### config.mk
export PLATFORM = sky130hd
export DESIGN_NAME = gate_seq_pair
export DESIGN_NICKNAME = d
export VERILOG_FILES = /design/src/rtl/gate_seq_pkg.sv /design/src/rtl/gate_seq_sync.sv /design/src/rtl/gate_seq_chan.sv /design/src/rtl/gate_seq_pair.sv
export SDC_FILE = /design/constraint.sdc
export NUM_CORES = 1
export LEC_CHECK = 0
export ABC_AREA = 1
export BUFFER_PORTS_ARGS = -buffer_cell sky130_fd_sc_hd__buf_2
export CORE_ASPECT_RATIO = 0.7
export CORE_MARGIN = 8
export CORE_UTILIZATION = 45
export DETAILED_ROUTE_END_ITERATION = 16
export PLACE_DENSITY = 0.72
export SLEW_MARGIN = 20
export SYNTH_ARGS = -nofsm -noshare
export SYNTH_HDL_FRONTEND = slang
export SYNTH_SLANG_ARGS = --single-unit
### constraint.sdc
create_clock -name clk -period 1.7 [get_ports clk]
set_clock_uncertainty 0.2 [all_clocks]
set_input_delay 0.34 -clock clk [delete_from_list [all_inputs] [get_ports clk]]
set_output_delay 0.34 -clock clk [all_outputs]
set_load 0.005 [all_outputs]
### src/rtl/gate_seq_pkg.sv
package gate_seq_pkg;

    typedef enum logic [2:0] {
        ST_OFF     = 3'd0,
        ST_INIT    = 3'd1,
        ST_LOW_ON  = 3'd2,
        ST_WAIT_HI = 3'd3,
        ST_HIGH_ON = 3'd4,
        ST_WAIT_LO = 3'd5
    } seq_state_e;

    typedef enum logic [1:0] {
        CMD_SHUT = 2'd0,
        CMD_HIGH = 2'd1,
        CMD_LOW  = 2'd2
    } pwm_cmd_e;

    // Exactly one of high/low with no mid flag is a valid level; all else is shutdown
    function automatic pwm_cmd_e decode_pwm(input logic hi, input logic lo, input logic mid);
        pwm_cmd_e c;
        if (!mid && hi && !lo)      c = CMD_HIGH;
        else if (!mid && lo && !hi) c = CMD_LOW;
        else                        c = CMD_SHUT;
        return c;
    endfunction

endpackage

### src/rtl/gate_seq_sync.sv
module gate_seq_sync #(
    parameter int W      = 1,
    parameter int STAGES = 2
) (
    input  logic         clk,
    input  logic         rst_n,
    input  logic [W-1:0] d_i,
    output logic [W-1:0] q_o
);
    logic [W-1:0] stg_q [STAGES];

    for (genvar g = 0; g < STAGES; g++) begin : g_stage
        if (g == 0) begin : g_first
            always_ff @(posedge clk or negedge rst_n) begin
                if (!rst_n) stg_q[0] <= '0;
                else        stg_q[0] <= d_i;
            end
        end else begin : g_next
            always_ff @(posedge clk or negedge rst_n) begin
                if (!rst_n) stg_q[g] <= '0;
                else        stg_q[g] <= stg_q[g-1];
            end
        end
    end

    assign q_o = stg_q[STAGES-1];
endmodule

### src/rtl/gate_seq_chan.sv
module gate_seq_chan
    import gate_seq_pkg::*;
#(
    parameter int TW = 8
) (
    input  logic          clk,
    input  logic          rst_n,
    input  logic          pg_s,
    input  logic          en_s,
    input  logic          hi_s,
    input  logic          lo_s,
    input  logic          mid_s,
    input  logic          lgl_s,
    input  logic          swl_s,
    input  logic          ugl_s,
    input  logic [TW-1:0] tmo_lim,
    output logic          ug_o,
    output logic          lg_o,
    output logic          boot_o,
    output logic          fault_o
);
    typedef struct packed {
        seq_state_e    st;
        logic [TW-1:0] cnt;
        logic          fault;
    } chan_regs_t;

    chan_regs_t cur_q, nxt_d;
    pwm_cmd_e   cmd;

    always_comb begin
        nxt_d = cur_q;
        cmd   = decode_pwm(hi_s, lo_s, mid_s);
        if (!en_s) begin
            nxt_d.st    = ST_OFF;
            nxt_d.cnt   = '0;
            nxt_d.fault = 1'b0;
        end else if (!pg_s) begin
            nxt_d.st  = ST_OFF;
            nxt_d.cnt = '0;
        end else begin
            unique case (cur_q.st)
                ST_OFF: begin
                    if (!cur_q.fault) nxt_d.st = ST_INIT;
                end
                ST_INIT: begin
                    nxt_d.cnt = '0;
                    if (cmd == CMD_HIGH)     nxt_d.st = ST_WAIT_HI;
                    else if (cmd == CMD_LOW) nxt_d.st = ST_WAIT_LO;
                end
                ST_WAIT_HI: begin
                    if (cmd == CMD_SHUT) begin
                        nxt_d.st = ST_INIT;
                    end else if (cmd == CMD_LOW) begin
                        nxt_d.st  = ST_WAIT_LO;
                        nxt_d.cnt = '0;
                    end else if (lgl_s) begin
                        nxt_d.st = ST_HIGH_ON;
                    end else if (cur_q.cnt == tmo_lim) begin
                        nxt_d.st    = ST_OFF;
                        nxt_d.fault = 1'b1;
                    end else begin
                        nxt_d.cnt = cur_q.cnt + 1'b1;
                    end
                end
                ST_HIGH_ON: begin
                    nxt_d.cnt = '0;
                    if (cmd == CMD_LOW)       nxt_d.st = ST_WAIT_LO;
                    else if (cmd == CMD_SHUT) nxt_d.st = ST_INIT;
                end
                ST_WAIT_LO: begin
                    if (cmd == CMD_SHUT) begin
                        nxt_d.st = ST_INIT;
                    end else if (cmd == CMD_HIGH) begin
                        nxt_d.st  = ST_WAIT_HI;
                        nxt_d.cnt = '0;
                    end else if (swl_s && ugl_s) begin
                        nxt_d.st = ST_LOW_ON;
                    end else if (cur_q.cnt == tmo_lim) begin
                        nxt_d.st    = ST_OFF;
                        nxt_d.fault = 1'b1;
                    end else begin
                        nxt_d.cnt = cur_q.cnt + 1'b1;
                    end
                end
                ST_LOW_ON: begin
                    nxt_d.cnt = '0;
                    if (cmd == CMD_HIGH)      nxt_d.st = ST_WAIT_HI;
                    else if (cmd == CMD_SHUT) nxt_d.st = ST_INIT;
                end
                default: begin
                    nxt_d.st = ST_OFF;
                end
            endcase
        end
    end

    always_ff @(posedge clk or negedge rst_n) begin
        if (!rst_n) begin
            cur_q.st    <= ST_OFF;
            cur_q.cnt   <= '0;
            cur_q.fault <= 1'b0;
        end else begin
            cur_q <= nxt_d;
        end
    end

    assign ug_o    = (cur_q.st == ST_HIGH_ON);
    assign lg_o    = (cur_q.st == ST_LOW_ON);
    assign boot_o  = lg_o;
    assign fault_o = cur_q.fault;

    AST_NO_OVERLAP: assert property (@(posedge clk) disable iff (!rst_n)
        !(ug_o && lg_o));
    AST_PG_LOW_OFF: assert property (@(posedge clk) disable iff (!rst_n)
        !pg_s |=> (!ug_o && !lg_o));
    AST_EN_LOW_OFF: assert property (@(posedge clk) disable iff (!rst_n)
        !en_s |=> (!ug_o && !lg_o && !fault_o));
    AST_SHUT_OFF: assert property (@(posedge clk) disable iff (!rst_n)
        (mid_s || (hi_s == lo_s)) |=> (!ug_o && !lg_o));
    AST_UG_AFTER_FLAG: assert property (@(posedge clk) disable iff (!rst_n)
        $rose(ug_o) |-> ($past(lgl_s) && $past(!lg_o)));
    AST_LG_AFTER_FLAGS: assert property (@(posedge clk) disable iff (!rst_n)
        $rose(lg_o) |-> ($past(swl_s) && $past(ugl_s) && $past(!ug_o)));
    AST_FAULT_OFF: assert property (@(posedge clk) disable iff (!rst_n)
        fault_o |-> (!ug_o && !lg_o));
    AST_FAULT_HOLD: assert property (@(posedge clk) disable iff (!rst_n)
        (fault_o && en_s) |=> fault_o);
endmodule

### src/rtl/gate_seq_pair.sv
module gate_seq_pair #(
    parameter int NCH = 2,
    parameter int TW  = 8
) (
    input  logic           clk,
    input  logic           rst_n,
    input  logic           pgood_i,
    input  logic [NCH-1:0] en_i,
    input  logic [NCH-1:0] pwm_hi_i,
    input  logic [NCH-1:0] pwm_lo_i,
    input  logic [NCH-1:0] pwm_mid_i,
    input  logic [NCH-1:0] lg_low_i,
    input  logic [NCH-1:0] sw_low_i,
    input  logic [NCH-1:0] ug_low_i,
    input  logic [TW-1:0]  tmo_lim_i,
    output logic [NCH-1:0] ug_o,
    output logic [NCH-1:0] lg_o,
    output logic [NCH-1:0] boot_o,
    output logic [NCH-1:0] fault_o
);
    localparam int NSIG = 7;

    logic pg_s;

    gate_seq_sync #(.W(1), .STAGES(2)) u_pg_sync (
        .clk(clk), .rst_n(rst_n), .d_i(pgood_i), .q_o(pg_s)
    );

    for (genvar c = 0; c < NCH; c++) begin : g_ch
        logic [NSIG-1:0] raw_w, syn_w;

        assign raw_w = {en_i[c], pwm_hi_i[c], pwm_lo_i[c], pwm_mid_i[c],
                        lg_low_i[c], sw_low_i[c], ug_low_i[c]};

        gate_seq_sync #(.W(NSIG), .STAGES(2)) u_sync (
            .clk(clk), .rst_n(rst_n), .d_i(raw_w), .q_o(syn_w)
        );

        gate_seq_chan #(.TW(TW)) u_chan (
            .clk    (clk),
            .rst_n  (rst_n),
            .pg_s   (pg_s),
            .en_s   (syn_w[6]),
            .hi_s   (syn_w[5]),
            .lo_s   (syn_w[4]),
            .mid_s  (syn_w[3]),
            .lgl_s  (syn_w[2]),
            .swl_s  (syn_w[1]),
            .ugl_s  (syn_w[0]),
            .tmo_lim(tmo_lim_i),
            .ug_o   (ug_o[c]),
            .lg_o   (lg_o[c]),
            .boot_o (boot_o[c]),
            .fault_o(fault_o[c])
        );
    end
endmodule

==> results.cfg <==
[yosys]
syn-cell-area_sq_um = 3120
synthSimpleGateAreaFrac_pct = 36.4
synth_top_area_cell = dfrtp_1
ys_warn_count = 0
synth_edf_count = 0
ys_async_sr_fraction_pct = 100
synth_compound_area_share_pct = 7.46
synth_mux_area_share_pct = 0
syn_nets = 433
synth_top_area_share_pct = 43.3
synthAdderAreaFrac_pct = 0.803
ys_ff_latch = 54
synth_flop_cell = dfrtp_1
netlist_instances = 406
postSynthAreaPerCell_sq_um = 7.68
yosysUniqueCellTypes = 39
yosysSeqAreaShare_pct = 43.3
synth_xor_area_share_pct = 0.843
ys_top_cells_by_area = dfrtp_1 (43%), nand2_1 (13%), inv_1 (7.2%)
synth_top_family_by_area = simple AND/OR/NAND/NOR gates

[setup_path]
path_class = register to register
cp-end-kind = register
endpoint = g_ch[0].u_chan.cur_q[5]
cp-start-kind = register
arrival_ps = 1960
cp.required_ps = 1740
critPathLaunch = g_ch[0].u_chan.cur_q[10]
path_max_fanout = 7
r2r_setup_slack_ps = -220
r2r-start = g_ch[0].u_chan.cur_q[10]
ff2ff_path_depth = 11
timing.rr.end = g_ch[0].u_chan.cur_q[5]

[run_status]
status = finished, violations left
violations = negative setup slack

[sta]
slew_violations = 0
fmax_mhz = 520
relSlewSlack_pct = 70.6
rsz0062_at_grt = yes
tightestPinTransition_ps = 441
hold_viol = 0
fin_crit_sh_pct = 113
setup_viol = 26
post-route-min-period_ps = 1920
fin_ws_ps = -224

[global_routing]
grt_remaining_overflow = 0
grt_use_total_pct = 16.5
grt_max_degree = 23
antenna_found_initial = 0
grt_pass1_vias = 2954
grt_pass1_wl_mm = 13.4

[placement]
dp_slack_ps = -172
post-dp-hpwl_mm = 5.84
portBuffers = 32
gp_congestion = 0.882
dpl.cell_count = 584

[layout]
insertedDiodeCount = 0
final_cell_mix = nand2_1 (98), buf_4 (76), inv_1 (52)
final_common_cell = nand2_1
syn2layout_area_growth_pct = 51.5
final_layout_size_suffix_gt1_share_pct = 42.1
finalNetCount = 570
final_cells = 638

[power_and_ir_drop]
p_leak_nw = 2.32
pwr_density_cell_nw_per_um2 = 585
ir_drop_mv = 0.645

[die]
start_util_pct = 46.4
placementRows = 25
die_y_um = 85.6
coreArea_sq_um = 6730
die_area_sq_um = 9890
pin_count = 33
die_x_um = 115

[min_path]
hold_path.class = register to register

[route]
vias = 3236
via_per_inst = 5.07
ant_nets = 0
wl_per_cell_um = 13.8
wl_mm = 8.83
drcViolationCount = 0
first_pass_iters = 5
drtIter0Drc = 273

[clocking]
clk_pin_slew_ps = 110
clk_latency_ps = 310
clockBufferDepth = 2
root_buffer = clkbuf_8
cts_sinks = 54
cts_tree = yes
numCtsBuffers = 5
h-tree-depth = 2

[run]
drv_cap = 0
## power breakdown
group	internal, mW	leakage [nW]	switching, mW	total [mW]
Clock	0.337	0.0478	0.447	0.784
Combinational	0.282	1.60	0.309	0.591
Sequential	1.34	0.672	0.0481	1.39
Total	1.96	2.32	0.805	2.76
## worst min-delay path by stage
stage                             start                        to  cells after the start
2_1_floorplan                     rst_n  g_ch[0].u_chan.cur_q[10]                      0
3_3_place_gp                      rst_n  g_ch[0].u_sync.stg_q[11]                      1
3_5_place_dp                      rst_n  g_ch[0].u_sync.stg_q[11]                      1
4_1_cts        g_ch[1].u_sync.stg_q[12]     g_ch[1].u_sync.q_o[5]                      0
5_1_grt        g_ch[1].u_sync.stg_q[10]     g_ch[1].u_sync.q_o[3]                      0
6_report             u_pg_sync.stg_q[1]             u_pg_sync.q_o                      0
## registers in the layout, indices dropped and copies added (netlist names)
signal               flops
g_ch.u_sync.q_o         14
g_ch.u_chan.cur_q       22
g_ch.u_chan.fault_o      2
u_pg_sync.stg_q          1
g_ch.u_sync.stg_q       14
u_pg_sync.q_o            1
## through the flow
step / util (%) / total power, mW / area [sq um] / hold WS [ps] / setup TNS, ps
6_report: 70.2 / 2.76 / 4720 / 149 / -2980
5_1_grt: 70.2 / 2.90 / 4720 / 164 / -5360
4_1_cts: 64.4 / 2.69 / 4330 / 158 / -1820
3_5_place_dp: 57.1 / 1.84 / 3840 / 106 / -1760
3_3_place_gp: 57.1 / 1.83 / 3840 / 107 / -1320
2_1_floorplan: - / 1.63 / 3130 / -156 / -4.11
## cell type report
type / instances / area (sq um)
Fill cell: 495 / 2000
Inverter: 70 / 275
Sequential cell: 54 / 1360
Clock inverter: 2 / 16.3
Timing Repair Buffer: 142 / 1190
Tap cell: 94 / 118
Clock buffer: 6 / 82.6
Multi-Input combinational cell: 270 / 1690
## critical path: stages, from the launching register on
cell and delay [ps]:
dfrtp_2 420, buf_6 140, nor2_2 50, nand2_2 140, nand2_2 90, nor3_4 150
nand3b_4 170, nand3_4 180, inv_4 70, nand2_1 50, nand2_1 60, nor2_1 140
## cells in the mapped netlist, drive strengths merged, types with 2 or more instances
| master | instances |
|---|---|
| nand2 | 118 |
| inv | 70 |
| dfrtp | 54 |
| nor2 | 43 |
| nand3 | 34 |
| nand4 | 20 |
| a21oi | 15 |
| buf | 12 |
| nor3 | 10 |
| o21ai | 10 |
| xnor2 | 3 |
| a211oi | 2 |
| a21boi | 2 |
| a31oi | 2 |
| ha | 2 |
| nand3b | 2 |
## timing repair
action	CTS	global route
hold endpoints to repair	29	0
setup endpoints to repair	26	30
buffers inserted	14	18
resized for setup	32	64
hold buffers	16	0
pin swaps	15	25
cloned	0	1
## metal layers
| layer | track usage [%] | routed length (um) | vias to the layer above |
|---|---|---|---|
| met5 | 0 | 0 | - |
| met4 | 2.61 | 82 | 0 |
| met3 | 3.65 | 588 | 10 |
| met2 | 25.3 | 4210 | 123 |
| met1 | 23.5 | 3950 | 1532 |
| li1 | - | - | 1571 |
## logic make-up after synthesis
logic type,after synthesis
buf+inv,82
simple gates,227
fa+ha+maj,2
compound gates,38
flops,54
xor+xnor,3
No activity file was read; power rests on OpenSTA's default activity.
